$ cat src/rtl/eyescan_pkg.sv
package eyescan_pkg;
    typedef enum logic [1:0] {
        ST_SWEEP  = 2'd0,
        ST_PICK   = 2'd1,
        ST_SETTLE = 2'd2,
        ST_SWAP   = 2'd3
    } scan_st_e;
endpackage

$ cat src/rtl/eyescan_align.sv
// Lines up search and data samples of the same bit and produces the retimed output bit.
module eyescan_align (
    input  logic d_now,
    input  logic d_prev,
    input  logic s_now,
    input  logic s_prev,
    input  logic d_hi,
    input  logic s_hi,
    output logic miss,
    output logic rx_next
);
    always_comb begin
        unique case ({s_hi, d_hi})
            2'b10:   miss = s_now ^ d_prev;   // search sees the older bit
            2'b01:   miss = s_prev ^ d_now;   // data sees the older bit
            default: miss = s_now ^ d_now;
        endcase
        rx_next = d_hi ? d_now : d_prev;
    end
endmodule

$ cat src/rtl/eyescan_best.sv
// Finds the centre of the longest run of open taps; the earliest run wins ties.
module eyescan_best #(
    parameter int TAPS  = 32,
    parameter int TAP_W = 5
) (
    input  logic [TAPS-1:0]  open_map,
    output logic [TAP_W-1:0] best,
    output logic             any_open
);
    logic [TAP_W:0]   run_len;
    logic [TAP_W:0]   best_len;
    logic [TAP_W:0]   half_len;
    logic [TAP_W-1:0] run_st;
    logic [TAP_W-1:0] best_st;

    always_comb begin
        run_len  = '0;
        best_len = '0;
        run_st   = '0;
        best_st  = '0;
        for (int i = 0; i < TAPS; i++) begin
            if (open_map[i]) begin
                if (run_len == '0) run_st = TAP_W'(i);
                run_len = run_len + 1'b1;
                if (run_len > best_len) begin
                    best_len = run_len;
                    best_st  = run_st;
                end
            end else begin
                run_len = '0;
            end
        end
        half_len = (best_len - 1'b1) >> 1;
        best     = best_st + half_len[TAP_W-1:0];
        any_open = |open_map;
    end
endmodule

$ cat src/rtl/eyescan_phase_ctrl.sv
module eyescan_phase_ctrl #(
    parameter int TAPS_PER_UI  = 16,
    parameter int MIN_WIN_LOG2 = 6,
    parameter int MAX_WIN_LOG2 = 12,
    parameter int RST_TAP      = 8
) (
    input  logic                              clk,
    input  logic                              rst_n,
    input  logic                              bit_valid,
    input  logic                              smp_a,
    input  logic                              smp_b,
    input  logic [3:0]                        win_log2,
    input  logic [MAX_WIN_LOG2:0]             open_thr,
    output logic [$clog2(2*TAPS_PER_UI)-1:0]  tap_a,
    output logic [$clog2(2*TAPS_PER_UI)-1:0]  tap_b,
    output logic                              role_b_data,
    output logic                              rx_bit,
    output logic                              rx_valid,
    output logic                              locked
);
    import eyescan_pkg::*;

    localparam int TAPS  = 2 * TAPS_PER_UI;
    localparam int TAP_W = $clog2(TAPS);
    localparam int CNT_W = MAX_WIN_LOG2 + 1;
    localparam logic [TAP_W-1:0] UI_TAP   = TAP_W'(TAPS_PER_UI);
    localparam logic [TAP_W-1:0] LAST_TAP = TAP_W'(TAPS - 1);
    localparam logic [3:0]       MIN_W    = 4'(MIN_WIN_LOG2);
    localparam logic [3:0]       MAX_W    = 4'(MAX_WIN_LOG2);

    typedef struct packed {
        scan_st_e         st;
        logic [TAP_W-1:0] idx;
        logic [TAP_W-1:0] dtap;
        logic [TAP_W-1:0] best;
        logic [CNT_W-1:0] cnt;
        logic [CNT_W-1:0] mm;
        logic [TAPS-1:0]  omap;
        logic             role;
        logic             locked;
        logic             prev_a;
        logic             prev_b;
        logic             rx;
        logic             rxv;
    } ctl_t;

    ctl_t q, d;

    logic [3:0]       n_eff;
    logic [CNT_W-1:0] win_last;
    logic [CNT_W-1:0] mm_new;
    logic [TAP_W-1:0] stap;
    logic [TAP_W-1:0] pick_tap;
    logic             pick_ok;
    logic             d_now, d_prev, s_now, s_prev;
    logic             miss, rx_next;

    assign n_eff    = (win_log2 < MIN_W) ? MIN_W : ((win_log2 > MAX_W) ? MAX_W : win_log2);
    assign win_last = CNT_W'(1) << n_eff;
    assign stap     = (q.st == ST_SWEEP || q.st == ST_PICK) ? q.idx : q.best;

    assign d_now  = q.role ? smp_b    : smp_a;
    assign s_now  = q.role ? smp_a    : smp_b;
    assign d_prev = q.role ? q.prev_b : q.prev_a;
    assign s_prev = q.role ? q.prev_a : q.prev_b;

    eyescan_align i_align (
        .d_now   (d_now),
        .d_prev  (d_prev),
        .s_now   (s_now),
        .s_prev  (s_prev),
        .d_hi    (q.dtap >= UI_TAP),
        .s_hi    (stap >= UI_TAP),
        .miss    (miss),
        .rx_next (rx_next)
    );

    eyescan_best #(.TAPS(TAPS), .TAP_W(TAP_W)) i_best (
        .open_map (q.omap),
        .best     (pick_tap),
        .any_open (pick_ok)
    );

    assign mm_new = q.mm + CNT_W'((q.cnt != '0) && miss);

    always_comb begin
        d     = q;
        d.rxv = bit_valid;
        if (bit_valid) begin
            d.prev_a = smp_a;
            d.prev_b = smp_b;
            d.rx     = rx_next;
        end
        unique case (q.st)
            ST_SWEEP: begin
                if (bit_valid) begin
                    if (q.cnt == win_last) begin
                        d.omap[q.idx] = (mm_new <= open_thr);
                        d.cnt = '0;
                        d.mm  = '0;
                        if (q.idx == LAST_TAP) d.st  = ST_PICK;
                        else                   d.idx = q.idx + 1'b1;
                    end else begin
                        d.cnt = q.cnt + 1'b1;
                        d.mm  = mm_new;
                    end
                end
            end
            ST_PICK: begin
                if (pick_ok) begin
                    d.best   = pick_tap;
                    d.locked = 1'b1;
                    d.st     = ST_SETTLE;
                end else begin
                    d.locked = 1'b0;
                    d.idx    = '0;
                    d.st     = ST_SWEEP;
                end
            end
            ST_SETTLE: begin
                if (bit_valid) d.st = ST_SWAP;
            end
            ST_SWAP: begin
                if (bit_valid) begin
                    d.role = ~q.role;
                    d.dtap = q.best;
                    d.idx  = '0;
                    d.cnt  = '0;
                    d.mm   = '0;
                    d.st   = ST_SWEEP;
                end
            end
            default: d.st = ST_SWEEP;
        endcase
    end

    always_ff @(posedge clk) begin
        if (!rst_n) begin
            q      <= '0;
            q.st   <= ST_SWEEP;
            q.dtap <= TAP_W'(RST_TAP);
        end else begin
            q <= d;
        end
    end

    assign tap_a       = q.role ? stap   : q.dtap;
    assign tap_b       = q.role ? q.dtap : stap;
    assign role_b_data = q.role;
    assign rx_bit      = q.rx;
    assign rx_valid    = q.rxv;
    assign locked      = q.locked;
endmodule

$ cat config.mk
export PLATFORM = sky130hd
export DESIGN_NAME = eyescan_phase_ctrl
export DESIGN_NICKNAME = d
export VERILOG_FILES = /design/src/rtl/eyescan_pkg.sv /design/src/rtl/eyescan_align.sv /design/src/rtl/eyescan_best.sv /design/src/rtl/eyescan_phase_ctrl.sv
export SDC_FILE = /design/constraint.sdc
export NUM_CORES = 1
export LEC_CHECK = 0
export BUFFER_PORTS_ARGS = -buffer_cell sky130_fd_sc_hd__buf_4
export CAP_MARGIN = 5
export CORE_ASPECT_RATIO = 0.6
export CORE_MARGIN = 1
export CORE_UTILIZATION = 60
export CTS_CLUSTER_SIZE = 8
export DETAILED_ROUTE_END_ITERATION = 8
export PLACE_DENSITY = 0.87
export SLEW_MARGIN = 20
export SYNTH_ARGS = -nofsm -noshare
export SYNTH_HDL_FRONTEND = slang
export SYNTH_SLANG_ARGS = --single-unit
$ cat constraint.sdc
create_clock -name clk -period 82.6 [get_ports clk]
set_clock_uncertainty 0.05 [all_clocks]
set_input_delay 4.13 -clock clk [delete_from_list [all_inputs] [get_ports clk]]
set_output_delay 4.13 -clock clk [all_outputs]
set_load 0.005 [all_outputs]
==> run_results.csv <==
group,metric,value,unit
clock_tree,cts_max_level,3,
yosys,synth_cell_types,154,
setup_path,r2r_cells,236,
floorplan,ios,36,
yosys,synth_enable_flop_cells,0,
route,drc,0,
clock_tree,cts_hold_buf,0,
pwr,leakage,9.34,nW
global_route,grt.overflow.total,0,
setup_path,cpLargestDelayFamily,"compound AO/OA/AOI/OAI gates",
route,route.met3.wl,8.65,mm
pwr,ir_drop,0.0122,mV
floorplan,core.rowCount,53,
sta,rsz0062_at_grt,"false",
sta,final_max_slew_viol_count,0,
sta,hold_slack,0.432,ns
pwr,switching_power,0.0252,mW
clock_tree,clock_latency,0.35,ns
pwr,p_seq_share,44.3,%
setup_path,worstSetupEndpoint,"q[68]",
route,drt_iter0_markers,3317,
placed_design,dp_hpwl,51.6,mm
sta,final-setup-viol-count,0,
cells_and_area,layout_commonest_cell,"nand2_1",
clock_tree,clk_pin_slew,0.07,ns
clock_tree,cts_tree,"done",
sta,worst_pin_slew,1.14,ns
cells_and_area,drive_above_1_share,8.67,%
placed_design,routabilityCongestion,1.05,
cells_and_area,nets,3198,
sta,tns,0,ns
global_route,grt_max_degree,44,
cells_and_area,final_cell_mix,"nand2_1 (389), nor2_1 (271), a21oi_1 (217)",
setup_path,worst-setup-path-type,"reg -> reg",
placed_design,io_buffer_count,35,
floorplan,dieArea,0.0366,sq mm
setup_path,worstPathArrival,61.13,ns
route,drt-met1-wl,29.9,mm
pwr,p_comb_share,11.5,%
setup_path,crit_top_cell,"ha_1",
global_route,grt_pass1_vias,21200,
setup_path,critical-path-max-stage-delay,0.82,ns
sta,max_slew_margin,23.8,%
yosys,ys_seq_elements,81,
sta,min_period,60.94,ns
route,totalWireLength,64.9,mm
yosys,synthArstFlopShare,0,%
clock_tree,cts_setup_buffers,0,
route,vias,23900,
clock_tree,cts_root_buf,"clkbuf_16",
pwr,internal_power,0.0642,mW
route,wl_met2,25.5,mm
route,dr.pass1.iters,6,
route,ant_nets,0,
yosys,syn-num-nets,3297,
yosys,synth_area,0.0215,sq mm
yosys,synth_top_flop_cell,"dfxtp_1",
route,routedWlPerCell,18.8,microns
global_route,grt_util_all_layers,34.5,%
setup_path,cp-end-kind,"flop",
clock_tree,clk_path_buf_depth,2,
yosys,synth_warnings,0,
floorplan,start_util,61.2,%
setup_path,reg2reg_to,"q[68]",
clock_tree,numCtsBuffers,9,
yosys,syn_area_per_cell,6.98,sq um
pwr,power.share.switching,28.2,%
floorplan,die_x,246,microns
setup_path,slowest_stage,"o21ai_0",
pwr,powerDensity,4.13,mW/mm^2
setup_path,cp_num_cells,236,
yosys,syn_inst,3083,
setup_path,crit_required,82.79,ns
global_route,antenna_found_initial,1,
cells_and_area,fillers,3080,
setup_path,path_max_fanout,25,
pwr,p_clk_share,44.2,%
sta,fin_crit_sh,73.8,%
cells_and_area,syn_to_final_growth,0.651,%
floorplan,die_y,149,microns
route,dr.max_layer_used,"met4",
global_route,grt_pass1_wl,107,mm
setup_path,cp-start-kind,"flop",
cells_and_area,post-route-util,61.6,%
sta,finalHoldViolCount,0,
clock_tree,cts-resized-gates,0,
status,status,"completed",
yosys,ys_seq_area_share,7.54,%
route,routed_via_density,6.90,
setup_path,reg2reg_slack,21.66,ns
floorplan,core,0.0351,sq mm
run,drv_cap,0,
sta,fmax,16.4,MHz
setup_path,crit_buf_inv,14,
clock_tree,cts_sinks,81,
min_path,hold_class,"reg -> reg",
[cell families after synthesis]
group | synth area share [%]
simple gates | 29.1
compound gates | 29.6
buf+inv | 8.24
fa+ha+maj | 11.5
xor+xnor | 7.24
mux | 6.78
flops | 7.54
other cells | 0.0174
[worst register-to-register path, delay by kind of cell (launching register included)]
family / cells / cell delay, ns
AOI/OAI and AO/OA: 108 / 28.32
and+or+nand+nor: 63 / 13.91
adders and majority gates: 35 / 11.56
muxes: 16 / 5.39
buffers and inverters: 14 / 1.33
DFF: 1 / 0.34
[power groups by stage]
stage / registers, mW / clock network (mW) / logic [mW]
after floorplan: 0.0404 / 0 / 0.00697
after global placement: 0.0405 / 0 / 0.00971
after detailed placement: 0.0405 / 0 / 0.0100
after CTS: 0.0396 / 0.0397 / 0.0101
after global routing: 0.0396 / 0.0416 / 0.0114
final: 0.0396 / 0.0396 / 0.0103
[synthesized netlist by cell type, drive strengths merged (71+ instances only)]
cell type    n  area share (%)
xnor2      116             4.8
nand3      138             3.2
ha         191              11
buf         72             3.2
mux2i       71             3.5
nor2       276             4.9
inv        194             3.4
clkbuf      73             1.4
dfxtp       81             7.5
nor3        99             2.4
o21ai      153             3.7
a21oi      223             5.3
nand2      392             6.9
[metal layers]
metal | global-route usage [%] | vias up
met5 | 0 | -
met4 | 5.74 | 0
met3 | 9.27 | 129
met2 | 48.1 | 1540
met1 | 52.2 | 11100
li1 | - | 11100
[final cells by class]
class / count / area [sq um] / share of cell area [%]
tap: 467 / 584 / 2.70
antenna: 1 / 2.50 / 0.0116
clock inverter: 7 / 60.1 / 0.277
clock buffer: 9 / 225 / 1.04
sequential: 81 / 1620 / 7.49
inverter: 194 / 728 / 3.36
timing repair buffer: 41 / 308 / 1.42
multi-input combinational: 2657 / 18100 / 83.7
[through the flow]
step                      power, mW  cells  setup WS [ns]  instance area (sq um)
after CTS                    0.0894   3456          23.44                  21700
after floorplan              0.0474   3083          32.89                  21500
after global routing         0.0926   3456          17.34                  21700
after global placement       0.0502   3440          26.53                  21400
final                        0.0895   3457          21.66                  21700
after detailed placement     0.0505   3440          23.71                  21400
[how the worst min path moves through the flow]
| stage | depth (start not counted) | endpoint | start |
|---|---|---|---|
| 5_1_grt | 2 | locked | locked |
| 6_report | 2 | locked | locked |
| 3_5_place_dp | 2 | locked | locked |
| 2_1_floorplan | 2 | locked | locked |
| 4_1_cts | 2 | locked | locked |
| 3_3_place_gp | 2 | locked | locked |
No activity file was read; power rests on OpenSTA's default activity.
